`config.mk`:
```
export PLATFORM = sky130hd
export DESIGN_NAME = mserial_cfg_loader
export DESIGN_NICKNAME = d
export VERILOG_FILES = /design/src/rtl/mscfg_pkg.sv /design/src/rtl/mscfg_clkgen.sv /design/src/rtl/mscfg_shift.sv /design/src/rtl/mscfg_fsm.sv /design/src/rtl/mserial_cfg_loader.sv
export SDC_FILE = /design/constraint.sdc
export NUM_CORES = 1
export LEC_CHECK = 0
export BUFFER_PORTS_ARGS = -buffer_cell sky130_fd_sc_hd__buf_2
export CAP_MARGIN = 10
export CORE_MARGIN = 1
export CORE_UTILIZATION = 41
export DETAILED_ROUTE_END_ITERATION = 16
export PLACE_DENSITY = 0.72
export SLEW_MARGIN = 20
export SYNTH_ARGS = -nofsm -noshare
export SYNTH_HDL_FRONTEND = slang
export SYNTH_SLANG_ARGS = --single-unit
```
`constraint.sdc`:
```
create_clock -name clk -period 1.5 [get_ports clk]
set_input_delay 0.3 -clock clk [delete_from_list [all_inputs] [get_ports clk]]
set_output_delay 0.3 -clock clk [all_outputs]
set_load 0.05 [all_outputs]
```
`src/rtl/mscfg_pkg.sv`:
```
`timescale 1ns/100ps
// Shared types for the master serial configuration loader.
package mscfg_pkg;

    // Mode pin pattern that selects master serial operation.
    localparam logic [2:0] MODE_MASTER_SERIAL = 3'b000;

    // Loader sequencing states.
    typedef enum logic [2:0] {
        ST_IDLE = 3'd0,
        ST_INIT = 3'd1,
        ST_LOAD = 3'd2,
        ST_DONE = 3'd3,
        ST_ERR  = 3'd4
    } ld_state_e;

endpackage

```
`src/rtl/mscfg_clkgen.sv`:
```
`timescale 1ns/100ps
// Configuration clock generator.
// Divides the system clock by CLK_DIV while enabled: low for the first half
// of each period, high for the second. rise_stb marks the system clock edge
// at which the output goes high, so data can be captured on that same edge.
// Assumes CLK_DIV is even and at least 2. When disabled the output is low and
// the phase counter restarts at zero.
module mscfg_clkgen #(
    parameter int CLK_DIV = 4
) (
    input  logic clk,
    input  logic rst_n,
    input  logic en,
    output logic cfg_clk,
    output logic rise_stb
);
    localparam int HALF = CLK_DIV / 2;
    localparam int DCW  = (CLK_DIV > 2) ? $clog2(CLK_DIV) : 1;

    logic [DCW-1:0] phase_q;
    logic           clk_q;

    // Rising edge of the generated clock happens at the end of the low half.
    assign rise_stb = en && (phase_q == DCW'(HALF - 1));
    assign cfg_clk  = clk_q;

    // Phase counter and generated clock level.
    always_ff @(posedge clk) begin
        if (!rst_n || !en) begin
            phase_q <= '0;
            clk_q   <= 1'b0;
        end else begin
            phase_q <= (phase_q == DCW'(CLK_DIV - 1)) ? '0 : phase_q + 1'b1;
            if (rise_stb)
                clk_q <= 1'b1;
            else if (phase_q == DCW'(CLK_DIV - 1))
                clk_q <= 1'b0;
        end
    end

    AST_CLK_OFF_WHEN_IDLE: assert property (@(posedge clk) disable iff (!rst_n) !en |=> !cfg_clk);
    AST_RISE_FOLLOWS_STB:  assert property (@(posedge clk) disable iff (!rst_n) rise_stb |=> cfg_clk);

endmodule

```
`src/rtl/mscfg_shift.sv`:
```
`timescale 1ns/100ps
// Serial bit receiver.
// Shifts ser_din in on each capture strobe (first bit ends at the MSB) and
// counts captures. last_cap is high on the strobe that delivers bit BIT_LEN.
// Assumes no strobe arrives once BIT_LEN bits are in; clear restarts a load.
module mscfg_shift #(
    parameter int BIT_LEN = 16
) (
    input  logic               clk,
    input  logic               rst_n,
    input  logic               clear,
    input  logic               cap_stb,
    input  logic               ser_din,
    output logic [BIT_LEN-1:0] bits,
    output logic               last_cap
);
    localparam int BCW = $clog2(BIT_LEN + 1);

    logic [BIT_LEN-1:0] sr_q;
    logic [BCW-1:0]     cnt_q;

    assign bits     = sr_q;
    assign last_cap = cap_stb && (cnt_q == BCW'(BIT_LEN - 1));

    // Shift register and capture counter.
    always_ff @(posedge clk) begin
        if (!rst_n || clear) begin
            sr_q  <= '0;
            cnt_q <= '0;
        end else if (cap_stb) begin
            sr_q  <= {sr_q[BIT_LEN-2:0], ser_din};
            cnt_q <= cnt_q + 1'b1;
        end
    end

    AST_NO_OVERFLOW: assert property (@(posedge clk) disable iff (!rst_n) cnt_q <= BCW'(BIT_LEN));

endmodule

```
`src/rtl/mscfg_fsm.sv`:
```
`timescale 1ns/100ps
// Loader sequencer.
// Decodes the mode pins after reset and on each restart request, times the
// memory reset window, waits for the final bit during loading, and raises a
// one-cycle valid strobe on the transition into the done state.
// Assumes last_cap comes from the receiver on the final capture strobe.
module mscfg_fsm #(
    parameter int INIT_CYCLES = 8
) (
    input  logic                  clk,
    input  logic                  rst_n,
    input  logic [2:0]            mode_pins,
    input  logic                  reconfig_req,
    input  logic                  last_cap,
    output mscfg_pkg::ld_state_e  state,
    output logic                  valid_stb
);
    import mscfg_pkg::*;

    localparam int ICW = $clog2(INIT_CYCLES + 1);

    ld_state_e      state_q, state_d;
    logic [ICW-1:0] init_cnt_q;
    logic           valid_q;
    logic           master_sel;

    assign master_sel = (mode_pins == MODE_MASTER_SERIAL);
    assign state      = state_q;
    assign valid_stb  = valid_q;

    // Next-state selection.
    always_comb begin
        state_d = state_q;
        case (state_q)
            ST_IDLE: state_d = master_sel ? ST_INIT : ST_ERR;
            ST_INIT: if (init_cnt_q == ICW'(INIT_CYCLES - 1)) state_d = ST_LOAD;
            ST_LOAD: if (last_cap) state_d = ST_DONE;
            ST_DONE,
            ST_ERR:  if (reconfig_req) state_d = master_sel ? ST_INIT : ST_ERR;
            default: state_d = ST_IDLE;
        endcase
    end

    // State register and one-cycle completion strobe.
    always_ff @(posedge clk) begin
        if (!rst_n) begin
            state_q <= ST_IDLE;
            valid_q <= 1'b0;
        end else begin
            state_q <= state_d;
            valid_q <= (state_q == ST_LOAD) && last_cap;
        end
    end

    // Memory reset window length counter.
    always_ff @(posedge clk) begin
        if (!rst_n || state_q != ST_INIT)
            init_cnt_q <= '0;
        else
            init_cnt_q <= init_cnt_q + 1'b1;
    end

    AST_REQ_IGNORED_LOAD: assert property (@(posedge clk) disable iff (!rst_n)
        (state_q == ST_LOAD && reconfig_req && !last_cap) |=> state_q == ST_LOAD);
    AST_REQ_IGNORED_INIT: assert property (@(posedge clk) disable iff (!rst_n)
        (state_q == ST_INIT && init_cnt_q != ICW'(INIT_CYCLES - 1)) |=> state_q == ST_INIT);
    AST_RESTART_FROM_DONE: assert property (@(posedge clk) disable iff (!rst_n)
        (state_q == ST_DONE && reconfig_req && master_sel) |=> state_q == ST_INIT);
    AST_BAD_MODE_TO_ERR: assert property (@(posedge clk) disable iff (!rst_n)
        (state_q == ST_IDLE && !master_sel) |=> state_q == ST_ERR);

endmodule

```
`src/rtl/mserial_cfg_loader.sv`:
```
`timescale 1ns/100ps
// Master serial configuration loader (top).
// Sequences the memory reset window, the generated configuration clock, bit
// reception and the completion outputs. Assumes the external memory presents
// its next bit after each rising edge of cfg_clk_o and is reset while
// mem_rst_o is high.
module mserial_cfg_loader #(
    parameter int CLK_DIV     = 4,
    parameter int INIT_CYCLES = 8,
    parameter int BIT_LEN     = 16
) (
    input  logic               clk,
    input  logic               rst_n,
    input  logic [2:0]         mode_pins_i,
    input  logic               reconfig_req_i,
    input  logic               ser_din_i,
    output logic               cfg_clk_o,
    output logic               mem_rst_o,
    output logic               loading_n_o,
    output logic               done_o,
    output logic               err_o,
    output logic [BIT_LEN-1:0] bits_o,
    output logic               bits_valid_o
);
    import mscfg_pkg::*;

    ld_state_e state;
    logic      clk_en;
    logic      rise_stb;
    logic      last_cap;

    assign clk_en = (state == ST_LOAD);

    mscfg_fsm #(.INIT_CYCLES(INIT_CYCLES)) u_fsm (
        .clk          (clk),
        .rst_n        (rst_n),
        .mode_pins    (mode_pins_i),
        .reconfig_req (reconfig_req_i),
        .last_cap     (last_cap),
        .state        (state),
        .valid_stb    (bits_valid_o)
    );

    mscfg_clkgen #(.CLK_DIV(CLK_DIV)) u_clkgen (
        .clk      (clk),
        .rst_n    (rst_n),
        .en       (clk_en),
        .cfg_clk  (cfg_clk_o),
        .rise_stb (rise_stb)
    );

    mscfg_shift #(.BIT_LEN(BIT_LEN)) u_shift (
        .clk      (clk),
        .rst_n    (rst_n),
        .clear    (state == ST_INIT),
        .cap_stb  (rise_stb),
        .ser_din  (ser_din_i),
        .bits     (bits_o),
        .last_cap (last_cap)
    );

    // Output decode from the registered state.
    always_comb begin
        mem_rst_o   = (state == ST_INIT);
        done_o      = (state == ST_DONE);
        err_o       = (state == ST_ERR);
        loading_n_o = (state == ST_DONE) || (state == ST_ERR);
    end

    AST_ONE_PHASE:     assert property (@(posedge clk) disable iff (!rst_n) $onehot0({mem_rst_o, done_o, err_o}));
    AST_INIT_QUIET:    assert property (@(posedge clk) disable iff (!rst_n) mem_rst_o |-> !cfg_clk_o);
    AST_VALID_PULSE:   assert property (@(posedge clk) disable iff (!rst_n) bits_valid_o |=> !bits_valid_o);
    AST_VALID_IN_DONE: assert property (@(posedge clk) disable iff (!rst_n) bits_valid_o |-> done_o);
    AST_DONE_HOLDS:    assert property (@(posedge clk) disable iff (!rst_n)
        (done_o && !reconfig_req_i) |=> (done_o && $stable(bits_o) && !cfg_clk_o));

endmodule

```
==> summary.md <==
| Metric | Value |
|---|---|
| Maximum clock skew at final layout | 0.00892 ns |
| Post-CTS clock slew at the launch and capture registers of the worst setup and hold paths | 0.09 ns |
| Initial cell density of the core | 43.7% |
| Endpoint required time on the critical path | 1.20 ns |
| Reg2Reg Setup Slack | -0.12 ns |
| Setup repair after global routing missed its margin | yes |
| Final worst path period share | 114% |
| Hold buffers post-CTS | 0 |
| Total half-perimeter wirelength after legalization and detailed placement | 1910 µm |
| Synthesized cell area | 1360 µm² |
| Net count after synthesis | 167 |
| Count of routing violations after the opening detailed-route iteration | 39 |
| H-tree depth reported by CTS | 2 |
| Critical path cell sequence | or3b_4 -> clkinvlp_4 -> or2_4 -> buf_8 |
| Overflow after GRT | 0 |
| Top Ports | 29 |
| Primary flip-flop cell chosen by synthesis mapping | sky130_fd_sc_hd__dfxtp_1 |
| Ys async rst share | 0% |
| Slew Limit Headroom | 82.7% |
| Worst Tran Pin Value | 0.257 ns |
| Largest net degree at the start of global routing | 22 |
| Setup violations, final | 23 |
| Average via count per standard cell | 5.08 |
| Origin of the worst setup path | u_fsm.state[0] |
| Leading cell types in the layout, fill and taps excluded | sky130_fd_sc_hd__dfxtp_1 (28), sky130_fd_sc_hd__buf_2 (24), sky130_fd_sc_hd__nand2_1 (23), sky130_fd_sc_hd__a21oi_2 (18), sky130_fd_sc_hd__buf_6 (12) |
| Global placement routability congestion | 0.762 |
| DR WL/cell | 14.1 µm |
| CP delay by family, top | simple AND/OR/NAND/NOR gates |
| Critical path endpoint | loading_n_o |
| FILL cells | 279 |
| Count of different cell masters after synthesis | 34 |
| Number of clock sinks | 32 |
| Clock root cell | sky130_fd_sc_hd__clkbuf_4 |
| Final-report max-slew violation count | 0 |
| Clock tree from TritonCTS | built |
| Final Hold Vio Count | 0 |
| Clock latency reported for the late side of the worst-skew pair | 0.32 ns |
| Total routed wirelength | 3540 µm |
| Power density over the cells | 730 nW/µm² |
| Overall power consumption | 0.00151 W |
| Total iterations of the first detailed-routing run | 4 |
| Setup WS post-layout | -0.207 ns |
| Combined flip-flop and latch cell area | 648 µm² |
| Count of state elements after synthesis | 32 |
| Utilization of the core after routing | 66.7% |
| Post-synthesis area per instance | 8.76 µm² |
| Standard cell core area | 3100 µm² |
| Fraction of final layout cells sized beyond drive strength 1 | 53.8% |
| Most frequent standard cell in the layout excluding fill and tap cells | sky130_fd_sc_hd__dfxtp_1 |
| Bufs and invs on worst path | 2 |
| Peak per-stage delay on the critical path | 0.42 ns |
| Sort of element at the end of the critical path | output port |
| Peak supply drop | 0.667 mV |
| CP arrival | 1.41 ns |
| Number of warnings printed during yosys synthesis | 0 |
| End of the worst register-to-register path | u_shift.cnt_q[2] |
| HP Class | in -> reg |
| Critical path class | reg -> out |
| Total number of cells along the worst setup path | 4 |
| Slowest cell on the critical path | sky130_fd_sc_hd__or3b_4 |
| Num CTS Buffers | 5 |
| Via count of the first global-routing pass | 1154 |
| Worst reg-to-reg path cell count | 7 |
| Number of buffers between clock root and the deepest sink | 2 |
| Max Clk Rate | 0.586 GHz |
| Number of nets in the final layout | 219 |
| Sequential cell area fraction in the yosys report | 47.2% |
| Mapped Cells | 155 |
| GRT Resource Usage Total | 18.9% |
| Horizontal die dimension | 59.5 µm |
| Number of routed nets with antenna violations | 0 |
| CP startpoint kind | flop |
| Footprint of the multi-input gates | 860 µm² |
| Number of antenna violations at the first check in global routing | 0 |
| DIE AREA | 3550 µm² |
| Count of antenna diodes in the layout | 0 |
| Pleak | 0.893 nW |
| Max Cap Viol | 0 |
| Total DRC errors in the routed layout | 0 |
| Number of enable-type register cells in the synthesized netlist | 0 |
| Failing checks | negative setup slack |
| Quantity of I/O buffers inserted on ports | 28 |
| Total via count after detailed routing | 1281 |
| Run status | finished, violations left |
| Layout area overhead | 52.4% |
| Worst Path Max Fanout | 3 |
| Reg2Reg Launch Point | u_fsm.state[0] |
| Vertical extent of the die | 59.5 µm |
| Number of standard-cell rows in the floorplan | 20 |
| Crit path time final | 1.71 ns |
| Wire length of the first global-routing pass | 4920 µm |
[metal layers]
layer | global-route usage, % | wire [µm]
met4 | 7.97 | 56
met3 | 6.33 | 143
met2 | 33.9 | 1840
met1 | 20.3 | 1500
met5 | 0 | 0
[how the worst min path moves through the flow]
stage                              startpoint                  end  cells after the start  slack [ns]
after floorplan           u_fsm.init_cnt_q[0]  u_fsm.init_cnt_q[0]                      1        0.42
final                               ser_din_i      u_shift.bits[0]                      3        0.23
after CTS                           ser_din_i      u_shift.bits[0]                      3        0.21
after detailed placement  u_fsm.init_cnt_q[0]  u_fsm.init_cnt_q[0]                      1        0.44
after global routing                ser_din_i      u_shift.bits[0]                      3        0.21
after global placement    u_clkgen.phase_q[0]  u_clkgen.phase_q[0]                      1        0.43
[stage by stage]
stage	instance area (µm²)	TNS, ns	instances	hold WS [ns]	worst slack (ns)
floorplan	1460	-0.928	155	0.418	-0.0900
global placement	1620	0	227	0.432	0.0803
detailed placement	1620	0	227	0.440	0.0290
CTS	1830	-1.16	246	0.213	-0.211
global route	2070	-3.07	252	0.207	-0.274
finish	2070	-1.45	252	0.232	-0.207
[worst reg2reg max path, stage by stage, from the launching register on]
cell,delay [ns]
sky130_fd_sc_hd__dfxtp_2,0.34
sky130_fd_sc_hd__buf_4,0.13
sky130_fd_sc_hd__buf_6,0.10
sky130_fd_sc_hd__buf_6,0.11
sky130_fd_sc_hd__buf_4,0.13
sky130_fd_sc_hd__nand4bb_4,0.23
sky130_fd_sc_hd__or3_4,0.37
sky130_fd_sc_hd__a21oi_2,0.15
[repair_timing]
action | 4_1_cts | 5_1_grt
resized for setup | 18 | 51
buffers inserted | 11 | 6
pin swaps | 6 | 19
cloned | 0 | 3
setup endpoints to repair | 4 | 27
[synth_stat cells (2+ instances only)]
cell                       number  area share [%]
sky130_fd_sc_hd__nand2_1       36              10
sky130_fd_sc_hd__dfxtp_1       32              47
sky130_fd_sc_hd__a21oi_1       16             5.9
sky130_fd_sc_hd__nor2_1        10             2.8
sky130_fd_sc_hd__inv_1          7             1.9
sky130_fd_sc_hd__ha_1           5             4.6
sky130_fd_sc_hd__a21oi_2        4             2.6
sky130_fd_sc_hd__nand3_1        4             1.5
sky130_fd_sc_hd__and3_1         3             1.4
sky130_fd_sc_hd__buf_4          3             1.7
sky130_fd_sc_hd__buf_6          3             2.5
sky130_fd_sc_hd__o21ai_0        3             1.1
sky130_fd_sc_hd__or3_1          3             1.4
sky130_fd_sc_hd__a211oi_1       2             1.1
sky130_fd_sc_hd__a21boi_0       2             1.1
sky130_fd_sc_hd__buf_2          2            0.74
sky130_fd_sc_hd__nor2b_1        2            0.92
sky130_fd_sc_hd__xnor2_1        2             1.3
[power breakdown]
group	switching [W]	internal (W)	leakage [nW]	total (W)
Clock	0.000272	0.000231	0.0326	0.000503
Combinational	0.0000841	0.0000680	0.601	0.000152
Sequential	0.00000339	0.000852	0.260	0.000855
Total	0.000359	0.00115	0.893	0.00151
[final cells by class]
type	instances	share of cell area, %
Multi-Input combinational cell	109	41.5
Clock buffer	8	2.84
Inverter	7	1.45
Timing Repair Buffer	52	20.2
Sequential cell	32	31.3
Tap cell	44	2.66
[cell families after synthesis]
logic type	count (synthesis)	share of synthesized area (%)
flip-flops	32	47.2
adder cells (fa/ha/maj)	5	4.61
XOR/XNOR	3	1.94
AND/OR/NAND/NOR	68	25.0
buffers and inverters	15	6.82
AO/OA/AOI/OAI	32	14.5
[registers in the layout, summed over array words and instances, names as in the netlist]
signal,flops
u_shift.bits,16
u_shift.cnt_q,5
u_fsm.init_cnt_q,4
u_fsm.state,3
u_clkgen.phase_q,2
u_clkgen.cfg_clk,1
u_fsm.valid_stb,1
Power figures use the tool's default switching activity.
